`config.mk`:
```
export PLATFORM = sky130hd
export DESIGN_NAME = bmdma_regs
export DESIGN_NICKNAME = d
export VERILOG_FILES = /design/src/rtl/bmdma_regs.sv
export SDC_FILE = /design/constraint.sdc
export NUM_CORES = 1
export LEC_CHECK = 0
export CELL_PAD_IN_SITES_DETAIL_PLACEMENT = 2
export CELL_PAD_IN_SITES_GLOBAL_PLACEMENT = 2
export CORE_MARGIN = 1
export CORE_UTILIZATION = 20
export DETAILED_ROUTE_END_ITERATION = 6
export GPL_ROUTABILITY_DRIVEN = 0
export HOLD_SLACK_MARGIN = 0.06
export PLACE_DENSITY = 0.94
export SLEW_MARGIN = 5
export SYNTH_ARGS = -nofsm -noshare
export SYNTH_HDL_FRONTEND = slang
export SYNTH_SLANG_ARGS = --single-unit
```
`constraint.sdc`:
```
create_clock -name clk -period 1.5 [get_ports clk]
set_clock_uncertainty 0.05 [all_clocks]
set_input_delay 0.3 -clock clk [delete_from_list [all_inputs] [get_ports clk]]
set_output_delay 0.3 -clock clk [all_outputs]
set_load 0.1 [all_outputs]
```
`src/rtl/bmdma_regs.sv`:
```
module bmdma_regs #(
  parameter int PTR_W   = 32,
  parameter int ALIGN_B = 2
) (
  input  logic             clk,
  input  logic             rst_n,
  input  logic             we,
  input  logic [1:0]       addr,
  input  logic [31:0]      wdata,
  output logic [31:0]      rdata,
  input  logic             eng_active,
  input  logic             err_evt,
  input  logic             irq_evt,
  input  logic             busy_hold,
  output logic             dma_start,
  output logic             dma_to_mem,
  output logic [PTR_W-1:0] tbl_ptr
);
  localparam logic [1:0] A_CMD = 2'd0;
  localparam logic [1:0] A_STS = 2'd1;
  localparam logic [1:0] A_PTR = 2'd2;

  logic       err_q, irq_q, err_evt_q, irq_evt_q;
  logic [1:0] cap_q;
  logic       err_rise, irq_rise, wr_cmd, wr_sts, wr_ptr;

  assign err_rise = err_evt & ~err_evt_q;
  assign irq_rise = irq_evt & ~irq_evt_q;
  assign wr_cmd   = we && addr == A_CMD;
  assign wr_sts   = we && addr == A_STS;
  assign wr_ptr   = we && addr == A_PTR;

  always_ff @(posedge clk) begin
    if (!rst_n) begin
      dma_start  <= 1'b0;
      dma_to_mem <= 1'b0;
      tbl_ptr    <= '0;
      err_q      <= 1'b0;
      irq_q      <= 1'b0;
      cap_q      <= 2'b00;
      err_evt_q  <= 1'b0;
      irq_evt_q  <= 1'b0;
    end else begin
      err_evt_q <= err_evt;
      irq_evt_q <= irq_evt;
      if (wr_cmd) begin
        dma_start  <= wdata[0];
        dma_to_mem <= wdata[3];
      end
      if (wr_sts) cap_q <= wdata[6:5];
      if (wr_ptr) tbl_ptr <= {wdata[PTR_W-1:ALIGN_B], {ALIGN_B{1'b0}}};
      if (err_rise)                err_q <= 1'b1;
      else if (wr_sts && wdata[1]) err_q <= 1'b0;
      if (irq_rise)                irq_q <= 1'b1;
      else if (wr_sts && wdata[2]) irq_q <= 1'b0;
    end
  end

  always_comb begin
    rdata = '0;
    case (addr)
      A_CMD: rdata[7:0] = {4'b0000, dma_to_mem, 2'b00, dma_start};
      A_STS: rdata[7:0] = {1'b0, cap_q, busy_hold, busy_hold, irq_q, err_q, eng_active};
      A_PTR: rdata[PTR_W-1:0] = tbl_ptr;
      default: rdata = '0;
    endcase
  end


  start_follows_chk: assert property (@(posedge clk) disable iff (!rst_n)
    wr_cmd |=> dma_start == $past(wdata[0]));

  err_set_chk: assert property (@(posedge clk) disable iff (!rst_n)
    (err_evt && !err_evt_q) |=> err_q);

  irq_set_prio_chk: assert property (@(posedge clk) disable iff (!rst_n)
    (irq_rise && wr_sts && wdata[2]) |=> irq_q);

  err_clear_chk: assert property (@(posedge clk) disable iff (!rst_n)
    (wr_sts && wdata[1] && !err_rise) |=> !err_q);

  cap_hold_chk: assert property (@(posedge clk) disable iff (!rst_n)
    !wr_sts |=> $stable(cap_q));

  ptr_load_chk: assert property (@(posedge clk) disable iff (!rst_n)
    wr_ptr |=> tbl_ptr[PTR_W-1:ALIGN_B] == $past(wdata[PTR_W-1:ALIGN_B]));
endmodule

```
==> results of run 1 <==
==> timing repair <==
action / 4_1_cts / 5_1_grt
endpoints found under the setup margin: 62 / 29
gates cloned: 4 / 0
gates resized for setup: 34 / 2
pin swaps: 11 / 6
setup buffers: 10 / 0
==> state kept, by name, indices dropped and copies added, names as in the netlist <==
register	cells
cap_q	2
dma_start	1
dma_to_mem	1
err_evt_q	1
err_q	1
irq_evt_q	1
irq_q	1
tbl_ptr	30
==> Yosys cell counts <==
cell / number / area share, %
nor2b_1: 2 / 0.72
a31oi_1: 2 / 0.72
o21ai_0: 3 / 0.86
and3b_1: 1 / 0.50
nand2_1: 40 / 8.6
dfxtp_1: 38 / 44
o21a_1: 2 / 0.86
clkbuf_1: 4 / 0.86
nand3_1: 32 / 9.2
buf_2: 4 / 1.1
conb_1: 1 / 0.22
nor3b_1: 1 / 0.43
inv_1: 2 / 0.43
and2b_2: 1 / 0.50
mux2i_1: 4 / 2.3
a22o_1: 3 / 1.5
clkbuf_2: 1 / 0.29
clkbuf_8: 3 / 2.4
nor2b_2: 1 / 0.50
buf_4: 4 / 1.7
o21ai_2: 2 / 1.0
o21ai_1: 28 / 8.0
buf_6: 5 / 3.2
and2_1: 28 / 10
nor2_1: 1 / 0.22
==> worst max-delay path: cells and delay by family <==
| kind | cells | cell delay [ns] |
|---|---|---|
| buffers and inverters | 5 | 0.60 |
| and+or+nand+nor | 2 | 0.33 |
==> routing by layer <==
| layer | up-vias | share of wire, % | track usage [%] |
|---|---|---|---|
| met5 | - | 0 | 0 |
| met2 | 69 | 58 | 35.4 |
| met1 | 946 | 35 | 17.3 |
| met3 | 6 | 5.1 | 4.70 |
| li1 | 923 | - | - |
| met4 | 0 | 1.4 | 4.17 |
==> where the power goes <==
| part | switching, uW | leakage (uW) | internal (uW) | total (uW) |
|---|---|---|---|---|
| registers | 47.7 | 0.000325 | 1050 | 1100 |
| logic | 523 | 0.00120 | 376 | 899 |
| clock network | 349 | 0.0000431 | 355 | 704 |
==> cell families after synthesis <==
| kind of cell | after synthesis |
|---|---|
| simple gates | 107 |
| compound gates | 40 |
| flops | 38 |
| buf+inv | 23 |
| mux | 4 |
| other cells | 1 |
==> path summary, 6_finish.rpt <==
path	start	to
max	addr[1]	rdata[29]
min	tbl_ptr[9]	tbl_ptr[9]
max reg2reg	dma_start	dma_start
min reg2reg	tbl_ptr[9]	tbl_ptr[9]
==> metrics by stage <==
step / power [uW] / setup TNS (ns) / instance area (um2) / hold slack, ns
after floorplan: 1600 / -0.142 / 1920 / 0.372
after global placement: 1940 / -22.81 / 3690 / 0.409
after CTS: 2760 / -1.51 / 4010 / 0.439
after detailed placement: 1960 / -27.10 / 3690 / 0.427
after global routing: 2810 / -1.52 / 3960 / 0.457
final: 2700 / -0.912 / 3960 / 0.435
==> cell type report <==
| type | count | area (um2) | share of cell area, % |
|---|---|---|---|
| Inverter | 2 | 7.51 | 0.190 |
| Timing Repair Buffer | 125 | 1960 | 49.5 |
| Multi-Input combinational cell | 153 | 971 | 24.5 |
| Sequential cell | 38 | 808 | 20.4 |
| Clock buffer | 6 | 82.6 | 2.09 |
| Tap cell | 105 | 131 | 3.32 |
==> reports/results.txt, run 1 <==
Most common cell after layout, fill and taps aside -> buf_12
R2R Setup Slk -> 0.74 ns
Status -> finished with violations
Simple-gate share of the synthesized area -> 30.7%
Most frequent cells in the layout -> 68 x buf_12, 37 x nand2_1, 36 x clkdlybuf4s50_1
DR iter-0 viols -> 18
Hold Vio Cnt, Final -> 0
Rows -> 33
Antenna fix cells -> 0
Maxcap violations -> 0
Post-DP HPWL -> 5290 um
Peak supply drop -> 0.378 mV
Leakage -> 0.00157 uW
Synth Area in Compound Gates -> 13.0%
Crit path launch type -> input pin
Post-synthesis adder-cell area fraction -> 0%
GRT Util Overall -> 17.5%
Total number of vias -> 1944
Synth Area per Inst -> 8.18 um2
Register area share after synthesis -> 43.7%
GRT overflow -> 0
Share of layout cells above drive strength 1 -> 51.9%
CTS Buffer Depth -> 2
Clock sink count -> 38
Synthesized flop and latch total -> 38
Synth-to-Final Area Change -> 127%
Final worst slack -> -0.0860 ns
CP Data Required Time -> 1.15 ns
Core Util, Final -> 47.5%
Vias per cell -> 4.53
CTS Buf Count -> 5
CTS tree -> built
Synth warn -> 0
Cts hold-fix bufs -> 0
CP max-delay cell -> nor2b_4
Die width -> 95.3 um
Net count, final -> 366
Worst hold path class -> flip-flop to flip-flop
CP max stage delay -> 0.18 ns
CP Max Fanout -> 5
Pins Over Slew Limit -> 0
Core area -> 8340 um2
Clk_lat worst skew -> 0.28 ns
Post-synthesis xor/xnor area fraction -> 0%
Dpl cells -> 412
PortBufs -> 104
Pre-antenna DRT Iters -> 3
Routed wire per std cell -> 17.3 um
R2r worst-path depth -> 2
Non-Filler Instances -> 429
Die Ht -> 95.3 um
Violated checks -> setup timing
Initial antenna violation count -> 0
Layout fillers -> 856
Cell area power density -> 682 nW/um2
Crit path kind -> input pin to output pin
Critical path endpoint category -> output pin
Worst hold stages -> 2
CTS clock-pin slew for the worst setup and hold paths -> 0.07 ns
Vias in the first global route -> 2170
CP dominant cell by count -> buf_6
Starting Density -> 20.9%
Synth Cell Area -> 1740 um2
Main combinational cell family by area after synthesis -> simple AND/OR/NAND/NOR gates
WP data arrival -> 1.24 ns
Fmax -> 631 MHz
Period utilization -> 106%
Setup repair after global routing missed its margin -> yes
Crit-path cells -> buf_6, nor2b_4, buf_6, buf_8, buf_16, and2_4, buf_12
Synth cell types -> 25
First-pass GRT wire length -> 11700 um
Finish-stage setup viols -> 15
Clk root buf -> clkbuf_8
Antenna-violating nets left -> 0
Min cycle time layout -> 1.59 ns
Proportion of synthesized area in mux cells -> 2.30%
Residual DRC -> 0
Die area -> 9090 um2
Routed Wire Length -> 7440 um
Largest net degree at the start of global routing -> 73
H-tree Lvls -> 2
Gate Count Post-Synth -> 213
Place WS -> -0.543 ns
IO Pins -> 107
No activity file was read; power rests on OpenSTA's default activity.
==> run 2, diff against run 1 <==
--- a/config.mk
+++ b/config.mk
@@ -8,11 +8,11 @@
 export CELL_PAD_IN_SITES_DETAIL_PLACEMENT = 2
 export CELL_PAD_IN_SITES_GLOBAL_PLACEMENT = 2
 export CORE_MARGIN = 1
-export CORE_UTILIZATION = 20
+export CORE_UTILIZATION = 19
 export DETAILED_ROUTE_END_ITERATION = 6
 export GPL_ROUTABILITY_DRIVEN = 0
 export HOLD_SLACK_MARGIN = 0.06
-export PLACE_DENSITY = 0.94
+export PLACE_DENSITY = 0.9
 export SLEW_MARGIN = 5
 export SYNTH_ARGS = -nofsm -noshare
 export SYNTH_HDL_FRONTEND = slang
==> constraint.sdc (replaced) <==
create_clock -name clk -period 1.7 [get_ports clk]
set_clock_uncertainty 0.05 [all_clocks]
set_input_delay 0.34 -clock clk [delete_from_list [all_inputs] [get_ports clk]]
set_output_delay 0.34 -clock clk [all_outputs]
set_load 0.1 [all_outputs]
==> run 2 against run 1 <==
  * The run ends with DRC left
  * Clock-buffer cell count shrank 1
  * Register-to-register slack gained 0.10 ns
  * Sequential share of layout area increased by 0.51 points
  * Die area rose by 5.1%
  * Global-route usage fell by 2.9 points
  * Cell count is 0.47% lower
  * Routed wire length down 5.8%
  * Largest power group unchanged
==> reports/results.txt, run 2 (synthesis results as in run 1) <==
Most frequent cells in the layout -> 67 x buf_12, 38 x nand2_1, 37 x clkdlybuf4s50_1
Overall power -> 2490 uW
First-pass GRT wire length -> 11000 um
CTS Buffer Depth -> 2
Violated checks -> DRC
Hold Vio Cnt, Final -> 0
WP data arrival -> 1.25 ns
Initial antenna violation count -> 0
Die area -> 9550 um2
CP Max Fanout -> 8
Vias in the first global route -> 2103
Starting Density -> 19.8%
CTS Buf Count -> 5
CTS tree -> built
H-tree Lvls -> 2
Post-Place Cell Area -> 3620 um2
Worst hold stages -> 2
Layout fillers -> 915
Leakage -> 0.00151 uW
Min cycle time layout -> 1.64 ns
IO Pins -> 107
Synth-to-Final Area Change -> 120%
Maxcap violations -> 0
Crit-path cells -> buf_6, nor2b_4, clkbuf_16, and2_4, buf_12
Antenna-violating nets left -> 0
Vias per cell -> 4.43
Internal -> 1670 uW
Crit path kind -> input pin to output pin
Clock share of power -> 30.9%
Largest net degree at the start of global routing -> 73
CTS clock-pin slew for the worst setup and hold paths -> 0.07 ns
Worst hold path class -> flip-flop to flip-flop
Reg2reg start -> dma_start
GRT Util Overall -> 14.6%
Finish-stage setup viols -> 0
Regs by FF count -> tbl_ptr x30, cap_q x2
Status -> finished with violations
Reg with most FFs -> tbl_ptr
Die width -> 97.7 um
Net count, final -> 359
Worst Hold Launch -> tbl_ptr[12]
NetSw -> 827 uW
Total number of vias -> 1893
R2r worst-path depth -> 2
Routed wire per std cell -> 16.4 um
Crit path launch type -> input pin
Max reg flops -> 30
Die Ht -> 97.7 um
CP startpoint -> addr[0]
Setup repair after global routing missed its margin -> no
Most common cell after layout, fill and taps aside -> buf_12
Comb pwr share -> 30.2%
Fmax -> 611 MHz
Critical path endpoint category -> output pin
Pre-antenna DRT Iters -> 6
Design Area, Final -> 3840 um2
Clk root buf -> clkbuf_8
DR iter-0 viols -> 42
Peak supply drop -> 0.384 mV
Residual DRC -> 12
Sequential Power Share -> 38.8%
CP max-delay cell -> nor2b_4
Share of layout cells above drive strength 1 -> 49.8%
Sw frac -> 33.2%
CP max stage delay -> 0.25 ns
Rows -> 34
Routed Wire Length -> 7010 um
Antenna fix cells -> 0
Cell area power density -> 649 nW/um2
GRT overflow -> 0
Pins Over Slew Limit -> 0
PortBufs -> 104
CP Data Required Time -> 1.31 ns
Post-DP HPWL -> 5350 um
Clock sink count -> 38
Clk_lat worst skew -> 0.29 ns
Core area -> 8810 um2
Period utilization -> 96.3%
[run 2: area by class of cell]
cell class / instances / area [um2] / share of cell area, %
inverter: 2 / 7.51 / 0.196
sequential: 38 / 803 / 20.9
clock inverter: 3 / 40.0 / 1.04
tap: 108 / 135 / 3.52
multi-input combinational: 153 / 912 / 23.8
timing repair buffer: 118 / 1870 / 48.8
clock buffer: 5 / 68.8 / 1.79
[run 2: routing by layer]
layer | wire [um] | up-vias | global-route usage [%]
met1 | 2650 | 924 | 15.5
met3 | 332 | 2 | 3.44
met4 | 29 | 0 | 2.80
met5 | 0 | - | 0
li1 | - | 910 | -
met2 | 4000 | 57 | 29.2
[run 2: worst paths after layout]
check,to,slack (ns)
worst max-delay path,rdata[21],0.06
worst min-delay path,tbl_ptr[12],0.43
worst max register to register,dma_start,0.84
worst min register to register,tbl_ptr[12],0.43
[run 2: metrics by stage]
stage / hold WS, ns / cells / setup slack [ns] / TNS [ns] / util [%]
finish: 0.429 / 427 / 0.0634 / 0 / 43.6
global route: 0.450 / 427 / 0.0300 / 0 / 43.6
CTS: 0.429 / 425 / -0.00925 / -0.0149 / 42.6
detailed placement: 0.416 / 417 / -0.361 / -15.14 / 41.1
global placement: 0.397 / 417 / -0.312 / -12.26 / 41.1
floorplan: 0.388 / 214 / -0.131 / -0.131 / -
[run 2: critical path, delay by kind of cell]
kind	cells	cell delay, ns
simple gates	2	0.40
buf+inv	3	0.49
[run 2: repair_timing]
action / in CTS / in global routing
hold buffers: 0 / 0
endpoints found under the setup margin: 32 / 17
pin swaps: 0 / 2
setup buffers: 0 / 0
gates cloned: 0 / 2
gates resized for setup: 11 / 22
[run 2: power by group through the flow]
stage                     clock network (uW)  registers [uW]  logic (uW)
after floorplan                            0            1150         241
after global placement                     0             984         712
after detailed placement                   0             987         732
after CTS                                809             967         737
after global routing                     843             974         782
final                                    771             968         754
==> run 3, diff against run 2 <==
--- a/config.mk
+++ b/config.mk
@@ -8,11 +8,11 @@
 export CELL_PAD_IN_SITES_DETAIL_PLACEMENT = 2
 export CELL_PAD_IN_SITES_GLOBAL_PLACEMENT = 2
 export CORE_MARGIN = 1
-export CORE_UTILIZATION = 19
+export CORE_UTILIZATION = 20
 export DETAILED_ROUTE_END_ITERATION = 6
 export GPL_ROUTABILITY_DRIVEN = 0
 export HOLD_SLACK_MARGIN = 0.06
-export PLACE_DENSITY = 0.9
+export PLACE_DENSITY = 0.94
 export SLEW_MARGIN = 5
 export SYNTH_ARGS = -nofsm -noshare
 export SYNTH_HDL_FRONTEND = slang
==> constraint.sdc (replaced) <==
create_clock -name clk -period 1.9 [get_ports clk]
set_clock_uncertainty 0.05 [all_clocks]
set_input_delay 0.38 -clock clk [delete_from_list [all_inputs] [get_ports clk]]
set_output_delay 0.38 -clock clk [all_outputs]
set_load 0.1 [all_outputs]
==> run 3 against run 2 <==
  * The flow now finishes without violations
  * Design area is 3.4% lower
  * Flip-flop and latch count stayed put
  * Combinational power is 13% lower
  * Worst setup slack worse by 0.0010 ns
  * Total power is 17% lower
  * Via count is 0.32% lower
  * Die area is 4.9% lower
  * First-iteration DRC count is 45% higher
  * Global-route usage is 1.6 points higher
  * Register-to-register slack better by 0.31 ns
  * Hold slack worse by 0.0023 ns
  * Critical path type unchanged
  * Critical endpoint is now rdata[25]
  * Largest cell class unchanged
  * Highest routed layer unchanged
==> reports/results.txt, run 3 (synthesis results as in run 1) <==
CTS tree -> built
GRT Util Overall -> 16.3%
Antenna fix cells -> 0
Initial antenna violation count -> 0
Die Ht -> 95.3 um
Hold Slack -> 0.427 ns
Dpl cells -> 409
WP data arrival -> 1.41 ns
Peak supply drop -> 0.247 mV
Post-Place Cell Area -> 3580 um2
CP Max Fanout -> 11
Place WS -> -0.272 ns
Final worst slack -> 0.0624 ns
Non-Filler Instances -> 418
Comb pwr share -> 32.0%
Total number of vias -> 1887
Clock sink count -> 38
Clock share of power -> 25.9%
Pre-antenna DRT Iters -> 4
Share of layout cells above drive strength 1 -> 47.9%
Period utilization -> 96.7%
Crit path launch type -> input pin
Maxcap violations -> 0
First-pass GRT wire length -> 11000 um
Cell area power density -> 555 nW/um2
Sequential Power Share -> 42.1%
Slew margin rel. -> 66.4%
Die width -> 95.3 um
Synth-to-Final Area Change -> 113%
Min cycle time layout -> 1.84 ns
Worst hold path class -> flip-flop to flip-flop
Regs by FF count -> tbl_ptr x30, cap_q x2
Crit path kind -> input pin to output pin
Starting Density -> 20.9%
CP Data Required Time -> 1.47 ns
Hold Vio Cnt, Final -> 0
Post-DP HPWL -> 5270 um
Worst-Margin Slew -> 0.504 ns
Setup repair after global routing missed its margin -> yes
CTS Buffer Depth -> 2
Status -> completed
H-tree Lvls -> 2
Clk root buf -> clkbuf_8
GRT overflow -> 0
Largest net degree at the start of global routing -> 73
Residual DRC -> 0
IO Pins -> 107
DR iter-0 viols -> 61
Die area -> 9090 um2
Internal -> 1350 uW
Sw frac -> 34.5%
Worst hold stages -> 2
Rows -> 33
Pins Over Slew Limit -> 0
Vias per cell -> 4.51
Fmax -> 544 MHz
Routed wire per std cell -> 16.9 um
Design Area, Final -> 3710 um2
Most common cell after layout, fill and taps aside -> buf_12
R2r worst-path depth -> 3
Reg with most FFs -> tbl_ptr
Antenna-violating nets left -> 0
Critical path endpoint category -> output pin
Routed Wire Length -> 7080 um
Layout fillers -> 864
Finish-stage setup viols -> 0
NetSw -> 710 uW
Vias in the first global route -> 2106
Most frequent cells in the layout -> 68 x buf_12, 38 x nand2_1, 37 x clkdlybuf4s50_1
Net count, final -> 354
Leakage -> 0.00143 uW
Setup TNS -> 0 ns
CTS Buf Count -> 5
Max reg flops -> 30
CTS clock-pin slew for the worst setup and hold paths -> 0.07 ns
Core area -> 8340 um2
Clk_lat worst skew -> 0.28 ns
PortBufs -> 104
==> run 3: changes by cell type in the layout (fill, tap and decap cells not counted), sizes merged <==
cell,before,now
clkinv,2,0
bufbuf,0,1
buf,79,73
bufinv,1,0
clkbuf,7,8
clkdlybuf4s15,0,1
==> run 3: critical path: stages <==
cell and delay, ns:
clkdlybuf4s15_2 0.23, nor2b_4 0.16, bufbuf_16 0.29, and2_2 0.17, buf_12 0.17
==> run 3: area by class of cell <==
type / instances / area [um2] / share of cell area, %
repair buffers: 113 / 1820 / 49.0
multi-input cells: 153 / 876 / 23.6
flip-flops and latches: 38 / 801 / 21.6
well taps: 105 / 131 / 3.54
clock buffers: 7 / 76.3 / 2.06
inverters: 2 / 7.51 / 0.202
==> run 3: routing by layer <==
metal,vias up,routed length [um],track usage (%)
li1,899,-,-
met5,-,0,0
met3,10,350,4.31
met2,67,3940,31.0
met4,0,133,5.18
met1,911,2660,17.1
==> run 3: worst paths after layout <==
kind	startpoint	endpoint	slack, ns
min	tbl_ptr[8]	tbl_ptr[8]	0.43
min reg2reg	tbl_ptr[8]	tbl_ptr[8]	0.43
max	addr[0]	rdata[25]	0.06
max reg2reg	irq_q	irq_q	1.15
==> run 3: power by group through the flow <==
stage	combinational, uW	clock [uW]	sequential, uW
6_report	659	532	866
5_1_grt	685	596	870
4_1_cts	665	563	867
3_5_place_dp	648	0	885
3_3_place_gp	633	0	882
2_1_floorplan	215	0	1030
==> run 3: what timing repair did <==
action                     4_1_cts  5_1_grt
setup endpoints to repair       32       22
gates resized for setup          9        1
gates cloned                     1        0
hold buffers                     0        0
buffers inserted                 1        0
==> run 3: stage by stage <==
| step | utilization (%) | total power [uW] |
|---|---|---|
| detailed placement | 43.0 | 1530 |
| global placement | 43.0 | 1510 |
| floorplan | - | 1250 |
| CTS | 44.5 | 2100 |
| global route | 44.4 | 2150 |
| finish | 44.4 | 2060 |
